===== config.mk =====
export PLATFORM = sky130hd
export DESIGN_NAME = serial_cfg_node
export DESIGN_NICKNAME = d
export VERILOG_FILES = /design/src/rtl/serial_cfg_pkg.sv /design/src/rtl/cfg_sync.sv /design/src/rtl/cfg_shift.sv /design/src/rtl/cfg_bank.sv /design/src/rtl/serial_cfg_node.sv
export SDC_FILE = /design/constraint.sdc
export NUM_CORES = 1
export LEC_CHECK = 0
export BUFFER_PORTS_ARGS = -buffer_cell sky130_fd_sc_hd__buf_2
export CAP_MARGIN = 40
export CORE_MARGIN = 3
export CORE_UTILIZATION = 40
export DETAILED_ROUTE_END_ITERATION = 7
export PLACE_DENSITY = 0.58
export SLEW_MARGIN = 10
export SYNTH_ARGS = -nofsm -noshare
export SYNTH_HDL_FRONTEND = slang
export SYNTH_SLANG_ARGS = --single-unit
export TNS_END_PERCENT = 5

===== constraint.sdc =====
create_clock -name clk_i -period 1.2 [get_ports clk_i]
set_input_delay 0.06 -clock clk_i [delete_from_list [all_inputs] [get_ports clk_i]]
set_output_delay 0.06 -clock clk_i [all_outputs]
set_load 0.03 [all_outputs]

===== src/rtl/serial_cfg_pkg.sv =====
package serial_cfg_pkg;
  parameter int N_CH        = 3;
  parameter int BRIGHT_W    = 10;
  parameter int SCALE_W     = 7;
  parameter int DIV_W       = 2;
  parameter int SYNC_STAGES = 2;

  localparam int FRAME_W  = N_CH * BRIGHT_W + 1;
  localparam int ADDR_BIT = FRAME_W - 1;
  localparam int DIV_LSB  = SCALE_W;

  typedef logic [N_CH-1:0][BRIGHT_W-1:0] bright_t;
  typedef logic [N_CH-1:0][SCALE_W-1:0]  scale_t;
  typedef logic [DIV_W-1:0]              div_t;
endpackage


===== src/rtl/cfg_sync.sv =====
module cfg_sync #(
  parameter int W      = 1,
  parameter int STAGES = 2
) (
  input  logic         clk_i,
  input  logic         rst_ni,
  input  logic [W-1:0] d_i,
  output logic [W-1:0] q_o
);
  logic [W-1:0] pipe_q [STAGES];

  always_ff @(posedge clk_i or negedge rst_ni) begin
    if (!rst_ni) pipe_q[0] <= '0;
    else         pipe_q[0] <= d_i;
  end

  for (genvar s = 1; s < STAGES; s++) begin : g_stage
    always_ff @(posedge clk_i or negedge rst_ni) begin
      if (!rst_ni) pipe_q[s] <= '0;
      else         pipe_q[s] <= pipe_q[s-1];
    end
  end

  assign q_o = pipe_q[STAGES-1];
endmodule


===== src/rtl/cfg_shift.sv =====
module cfg_shift #(
  parameter int W = 31
) (
  input  logic         clk_i,
  input  logic         rst_ni,
  input  logic         clr_i,
  input  logic         shift_i,
  input  logic         fall_i,
  input  logic         sdi_i,
  output logic [W-1:0] sr_o,
  output logic         sdo_o
);
  logic [W-1:0] sr_q;
  logic         sdo_q;

  always_ff @(posedge clk_i or negedge rst_ni) begin
    if (!rst_ni)      sr_q <= '0;
    else if (clr_i)   sr_q <= '0;
    else if (shift_i) sr_q <= {sr_q[W-2:0], sdi_i};
  end

  // downstream bit re-timed to the opposite serial edge
  always_ff @(posedge clk_i or negedge rst_ni) begin
    if (!rst_ni)     sdo_q <= 1'b0;
    else if (clr_i)  sdo_q <= 1'b0;
    else if (fall_i) sdo_q <= sr_q[W-1];
  end

  assign sr_o  = sr_q;
  assign sdo_o = sdo_q;
endmodule


===== src/rtl/cfg_bank.sv =====
module cfg_bank
  import serial_cfg_pkg::*;
(
  input  logic               clk_i,
  input  logic               rst_ni,
  input  logic               clr_i,
  input  logic               load_i,
  input  logic [FRAME_W-1:0] frame_i,
  output bright_t            bright_o,
  output scale_t             scale_o,
  output div_t               div_o
);
  logic    sel_scale;
  bright_t bright_q;
  scale_t  scale_q;
  div_t    div_q;

  assign sel_scale = frame_i[ADDR_BIT];

  for (genvar c = 0; c < N_CH; c++) begin : g_ch
    always_ff @(posedge clk_i or negedge rst_ni) begin
      if (!rst_ni)                    bright_q[c] <= '0;
      else if (clr_i)                 bright_q[c] <= '0;
      else if (load_i && !sel_scale)  bright_q[c] <= frame_i[c*BRIGHT_W +: BRIGHT_W];
    end

    always_ff @(posedge clk_i or negedge rst_ni) begin
      if (!rst_ni)                    scale_q[c] <= '0;
      else if (clr_i)                 scale_q[c] <= '0;
      else if (load_i && sel_scale)   scale_q[c] <= frame_i[c*BRIGHT_W +: SCALE_W];
    end
  end

  always_ff @(posedge clk_i or negedge rst_ni) begin
    if (!rst_ni)                  div_q <= '0;
    else if (clr_i)               div_q <= '0;
    else if (load_i && sel_scale) div_q <= frame_i[DIV_LSB +: DIV_W];
  end

  assign bright_o = bright_q;
  assign scale_o  = scale_q;
  assign div_o    = div_q;
endmodule


===== src/rtl/serial_cfg_node.sv =====
module serial_cfg_node
  import serial_cfg_pkg::*;
(
  input  logic    clk_i,
  input  logic    rst_ni,
  input  logic    sclk_i,
  input  logic    sdi_i,
  input  logic    latch_i,
  input  logic    uv_i,
  output logic    sdo_o,
  output bright_t bright_o,
  output scale_t  scale_o,
  output div_t    div_o
);
  logic [2:0]         sync_q;
  logic [1:0]         prev_q;
  logic               sclk_s, sdi_s, latch_s;
  logic               sclk_rise, sclk_fall, latch_rise;
  logic [FRAME_W-1:0] sr_q;

  cfg_sync #(.W(3), .STAGES(SYNC_STAGES)) u_sync (
    .clk_i  (clk_i),
    .rst_ni (rst_ni),
    .d_i    ({latch_i, sdi_i, sclk_i}),
    .q_o    (sync_q)
  );

  assign {latch_s, sdi_s, sclk_s} = sync_q;

  always_ff @(posedge clk_i or negedge rst_ni) begin
    if (!rst_ni) prev_q <= '0;
    else         prev_q <= {latch_s, sclk_s};
  end

  assign sclk_rise  =  sclk_s  & ~prev_q[0];
  assign sclk_fall  = ~sclk_s  &  prev_q[0];
  assign latch_rise =  latch_s & ~prev_q[1];

  cfg_shift #(.W(FRAME_W)) u_shift (
    .clk_i   (clk_i),
    .rst_ni  (rst_ni),
    .clr_i   (uv_i),
    .shift_i (sclk_rise & ~uv_i),
    .fall_i  (sclk_fall),
    .sdi_i   (sdi_s),
    .sr_o    (sr_q),
    .sdo_o   (sdo_o)
  );

  cfg_bank u_bank (
    .clk_i    (clk_i),
    .rst_ni   (rst_ni),
    .clr_i    (uv_i),
    .load_i   (latch_rise & ~uv_i),
    .frame_i  (sr_q),
    .bright_o (bright_o),
    .scale_o  (scale_o),
    .div_o    (div_o)
  );
endmodule


After elaboration in Yosys (flattened, before gate mapping)
Cells that the tools add are included.
{"block": "totals", "reg_bits": 93, "out_inout_bits": 54}
{"block": "op_classes", "mux": 18, "bitwise_logic": 9, "n_reduce_logical": 7}
{"operator": "two-way mux 31 bit", "count": 2}
{"operator": "two-way mux 10 bit", "count": 6}
{"operator": "two-way mux 7 bit", "count": 6}
{"operator": "nonzero test 2 bit", "count": 4}
{"operator": "bitwise AND 1 bit", "count": 5}
{"operator": "two-way mux 2 bit", "count": 2}
{"operator": "inverter 1 bit", "count": 4}
{"operator": "logical AND 1 bit", "count": 2}
{"operator": "two-way mux 1 bit", "count": 2}
{"operator": "logical NOT 1 bit", "count": 1}

Depth between registers and ports, before layout
{"block": "logic_depth", "word_depth": 6, "depth_mapped": 5}

Modules after synthesis
Synthesis repeated with hierarchy kept, for this count alone.
{"block": "unflattened", "hier_cells": 326, "area_unflattened_um2": 4072.7}
{"mod": "cfg_bank", "area_per_inst_um2": 2491.1, "cells_per_inst": 209, "instances": 1}
{"mod": "cfg_shift", "area_per_inst_um2": 1325.0, "cells_per_inst": 103, "instances": 1}
{"mod": "cfg_sync", "area_per_inst_um2": 172.7, "cells_per_inst": 9, "instances": 1}
{"mod": "serial_cfg_node", "area_per_inst_um2": 83.8, "cells_per_inst": 5, "instances": 1}

Least setup slack after synthesis
Ideal clock, no wire load.
{"block": "synth_timing", "path_type": "reg-to-reg", "start": "register u_shift.sr_q[30] (netlist: u_shift.sr_o[30])", "end": "register u_bank.bright_q (netlist bit u_bank.bright_o[10])", "setup_slack_ps": -1, "arrival_ps": 1065, "setup_time_ps": 136, "n_path_buf": 1, "period_less_slack_ps": 1201, "required_time_ps": 1064, "stages_incl_launch_ff": 5, "cell_sequence": "dfrtp_1 or3b_1 buf_2 nand2_1 a21oi_1"}
{"block": "synth_via", "elab_chain_cells": 3}
{"item": "from (decl)", "line": "cfg_shift.sv:13", "rtl": "logic [W-1:0] sr_q;"}
{"item": "from (signal assigned)", "line": "cfg_shift.sv:19", "rtl": "else if (shift_i) sr_q <= {sr_q[W-2:0], sdi_i};"}
{"item": "logical NOT 1 bit", "line": "cfg_bank.sv:24", "rtl": "else if (load_i && !sel_scale) bright_q[c] <= frame_i[c*BRIGHT_W +: BRIGHT_W];"}
{"item": "logical AND 1 bit", "line": "cfg_bank.sv:24"}
{"item": "nonzero test 2 bit (no line)"}
{"item": "to (signal, indexed assignment)", "line": "cfg_bank.sv:24"}
{"item": "to (decl)", "line": "cfg_bank.sv:14", "rtl": "bright_t bright_q;"}
Every way passes these cells.
A chain may end at the register's enable or synchronous reset.

Final worst setup path
{"block": "layout_timing", "start": "register prev_q[1]", "end": "register u_bank.bright_q (netlist bit u_bank.bright_o[17])"}
{"block": "layout_via", "elab_chain_cells": 5}
{"item": "from (decl)", "line": "serial_cfg_node.sv:16", "rtl": "logic [1:0] prev_q;"}
{"item": "from (signal assigned)", "line": "serial_cfg_node.sv:32", "rtl": "else prev_q <= {latch_s, sclk_s};"}
{"item": "inverter 1 bit", "line": "serial_cfg_node.sv:37", "rtl": "assign latch_rise = latch_s & ~prev_q[1];"}
{"item": "bitwise AND 1 bit", "line": "serial_cfg_node.sv:37"}
{"item": "bitwise AND 1 bit", "line": "serial_cfg_node.sv:54", "rtl": ".load_i (latch_rise & ~uv_i),"}
{"item": "logical AND 1 bit", "line": "cfg_bank.sv:24"}
{"item": "nonzero test 2 bit (no line)"}
Every way passes these cells.

==> results by group <==
Status
  – Status: finished, violations left
  – Violated checks: negative setup slack

Setup path
  – WS Path Type: reg -> reg
  – Slowest Stage Delay on Critical Path: 0.40 ns
  – CP delay by family, top: buffers and inverters
  – Critical path launch point type: flop
  – Crit. End Element: flop
  – Data required, critical path: 1.47 ns
  – CP max stage cell: dfrtp_1
  – Crit path arrival time: 1.59 ns
  – Critical path peak fanout: 11
  – Cell Chain, Critical Path: buf_6 > nor3b_4 > buf_4 > clkbuf_16 > nand2_1 > a21oi_1
  – Buffer and inverter count on the worst path: 3

Synth
  – Sequential area share after synthesis: 0.649
  – Post-synth ARST share: 1.00
  – Synth Flop Type: dfrtp_1
  – Synthesized area per cell: 9.43 um^2
  – Mapped Cells: 380
  – Synth top cells by count: nand2_1, dfrtp_1, a21oi_1
  – Top area cells in the synthesized netlist: dfrtp_1, nand2_1, a21oi_1
  – Register bit total from synthesis: 93
  – Post-synth EDFFs: 0
  – Syn Nets: 386
  – Post-synth top area share: 0.649
  – Top-count cell post-synth: nand2_1
  – Yosys top cell by area: dfrtp_1
  – Synthesis Warnings: 0
  – Syn Std Cell Area: 3580 um^2
  – Synth cell types: 16

Finish
  – Share of cells above drive strength 1: 0.233
  – Multi-input gate area: 1160 um^2
  – Layout Nets: 455
  – Final Cell Area: 4440 um^2
  – Utilization after layout: 0.524
  – Count of non-filler cells in the finished layout: 559
  – FF/Latch Area: 2330 um^2
  – Fillers: 796
  – # diodes: 0
  – Layout Area Growth over Synthesis: 23.8%

STA
  – Endpoints failing hold: 0
  – Final cycle utilization of the critical path: 1.10
  – RSZ-0062 raised after global routing: true
  – Min cycle time layout: 1.32 ns
  – Worst Skew: 0.00817 ns
  – Max Clk Rate: 760 MHz
  – Final setup fails: 41
  – Worst slew pin tran: 0.401 ns
  – Final slew viol count: 0
  – Slew margin rel.: 0.733
  – Worst hold margin: 0.158 ns
  – Final worst slack: -0.116 ns

Floorplan
  – Core Area: 8460 um^2
  – Die ar.: 10,100 um^2
  – # IOs: 60
  – Row count: 33
  – Die H: 101 um
  – Die W: 101 um
  – Initial Util: 0.423

GRT
  – Congestion Overflow GR: 0
  – First-pass GRT wire length: 13.4 mm
  – Initial antenna violation count: 0
  – Largest net degree at the start of global routing: 86
  – Gr usage total: 0.166
  – Vias in the first global route: 2,738

Worst hold path
  – HP Class: in -> async

Clocking
  – CTS Buf Count: 9
  – Sink Count: 93
  – CTS tree: done
  – Clk pin slew, worst setup/hold paths: 0.09 ns
  – Htree depth: 3
  – Clock Latency Late Sink: 0.35 ns
  – Root buffer cell: clkbuf_8
  – Max clock buf depth: 2

Pwr
  – Worst ir drop on vdd: 0.649 mV
  – Static Leak: 2.05 nW
  – P per Cell Area: 1210 nW/um^2

Route
  – Via density: 5.01
  – DRC errors left: 0
  – Antenna viol nets, final: 0
  – Routed WL: 8.08 mm
  – DRT iter0 DRCs: 128
  – Drt wl/cell: 14.5 um
  – Router iterations before antenna repair: 4
  – Via Count: 2,798

Placement
  – Cells after DPL: 536
  – Port-buffer cells: 59
  – HPWL after detailed placement: 4.86 mm
  – Area after DPL: 4120 um^2
  – Placer Congestion: 0.734
  – Pre-CTS setup slack: -0.0707 ns

Job
  – MaxCap Viol Count: 0
[sequential cells by signal, summed over array words and instances (netlist names)]
signal / cells
prev_q: 2
u_bank.bright_o: 30
u_bank.div_o: 2
u_bank.scale_o: 21
u_shift.sdo_o: 1
u_shift.sr_o: 31
u_sync.pipe_q: 3
u_sync.q_o: 3
[path summary, 6_finish.rpt]
kind,startpoint,end,slack [ns],cells after the start
setup / recovery,prev_q[1]$_DFF_PN0_,u_bank.bright_o[17]$_DFFE_PN0P_,-0.12,6
hold / removal,rst_ni,u_bank.scale_o[1]$_DFFE_PN0P_,0.16,2
setup reg to reg,prev_q[1]$_DFF_PN0_,u_bank.bright_o[17]$_DFFE_PN0P_,-0.12,6
hold reg to reg,u_sync.pipe_q[4]$_DFF_PN0_,u_sync.q_o[1]$_DFF_PN0_,0.36,0
max in group asynchronous,rst_ni,u_shift.sr_o[18]$_DFFE_PN0P_,0.58,3
min in group clk_i,uv_i,u_bank.bright_o[22]$_DFFE_PN0P_,0.22,3
[cell usage in the layout (no fill, tap or decap), types with 2 or more instances in the layout]
master	instances
buf_4	8
nand2b_1	2
buf_2	58
clkinvlp_4	2
nand2_2	3
clkbuf_1	2
nand2_1	165
buf_12	8
dlygate4sd3_1	4
clkbuf_8	11
dfrtp_1	93
a21oi_1	79
buf_6	4
a21oi_2	5
[report_power, final]
part / total (mW) / internal (mW) / switching, mW
clock network: 1.92 / 0.867 / 1.05
registers: 3.16 / 3.15 / 0.0105
logic: 0.306 / 0.105 / 0.201
[worst reg2reg max path, stage by stage (launching register included)]
cell and delay, ns:
dfrtp_1 0.40, buf_6 0.13, nor3b_4 0.21, buf_4 0.16, clkbuf_16 0.15, nand2_1 0.05, a21oi_1 0.13
[logic make-up after synthesis]
| family | synth area share |
|---|---|
| AND/OR/NAND/NOR | 0.193 |
| buffers and inverters | 0.0377 |
| multiplexers | 0.00279 |
| flip-flops | 0.649 |
| AO/OA/AOI/OAI | 0.117 |
[timing repair]
item	in CTS	in global routing
cloned	0	1
hold buffers	4	0
setup endpoints to repair	53	58
resized for setup	4	13
hold endpoints to repair	96	0
buffers inserted	0	2
[through the flow]
| step | setup TNS (ns) | power (mW) |
|---|---|---|
| 6_report | -2.49 | 5.39 |
| 5_1_grt | -5.68 | 5.61 |
| 4_1_cts | -2.20 | 5.45 |
| 3_5_place_dp | -2.12 | 3.50 |
| 3_3_place_gp | -0.797 | 3.50 |
| 2_1_floorplan | -0.0335 | 3.33 |
[per-layer routing]
metal	wire [um]	global-route usage	vias to the layer above	share of wire
li1	-	-	1355	-
met5	0	0	-	0
met3	394	0.0450	6	0.049
met4	69	0.0497	0	0.0085
met2	3770	0.254	58	0.47
met1	3840	0.232	1379	0.48
[layout make-up]
class                   count  share of cell area
flip-flops and latches     93               0.524
clock buffers              13              0.0358
well taps                 105              0.0296
clock inverters             3             0.00451
multi-input cells         261               0.262
repair buffers             84               0.143
Power figures use the tool's default switching activity.
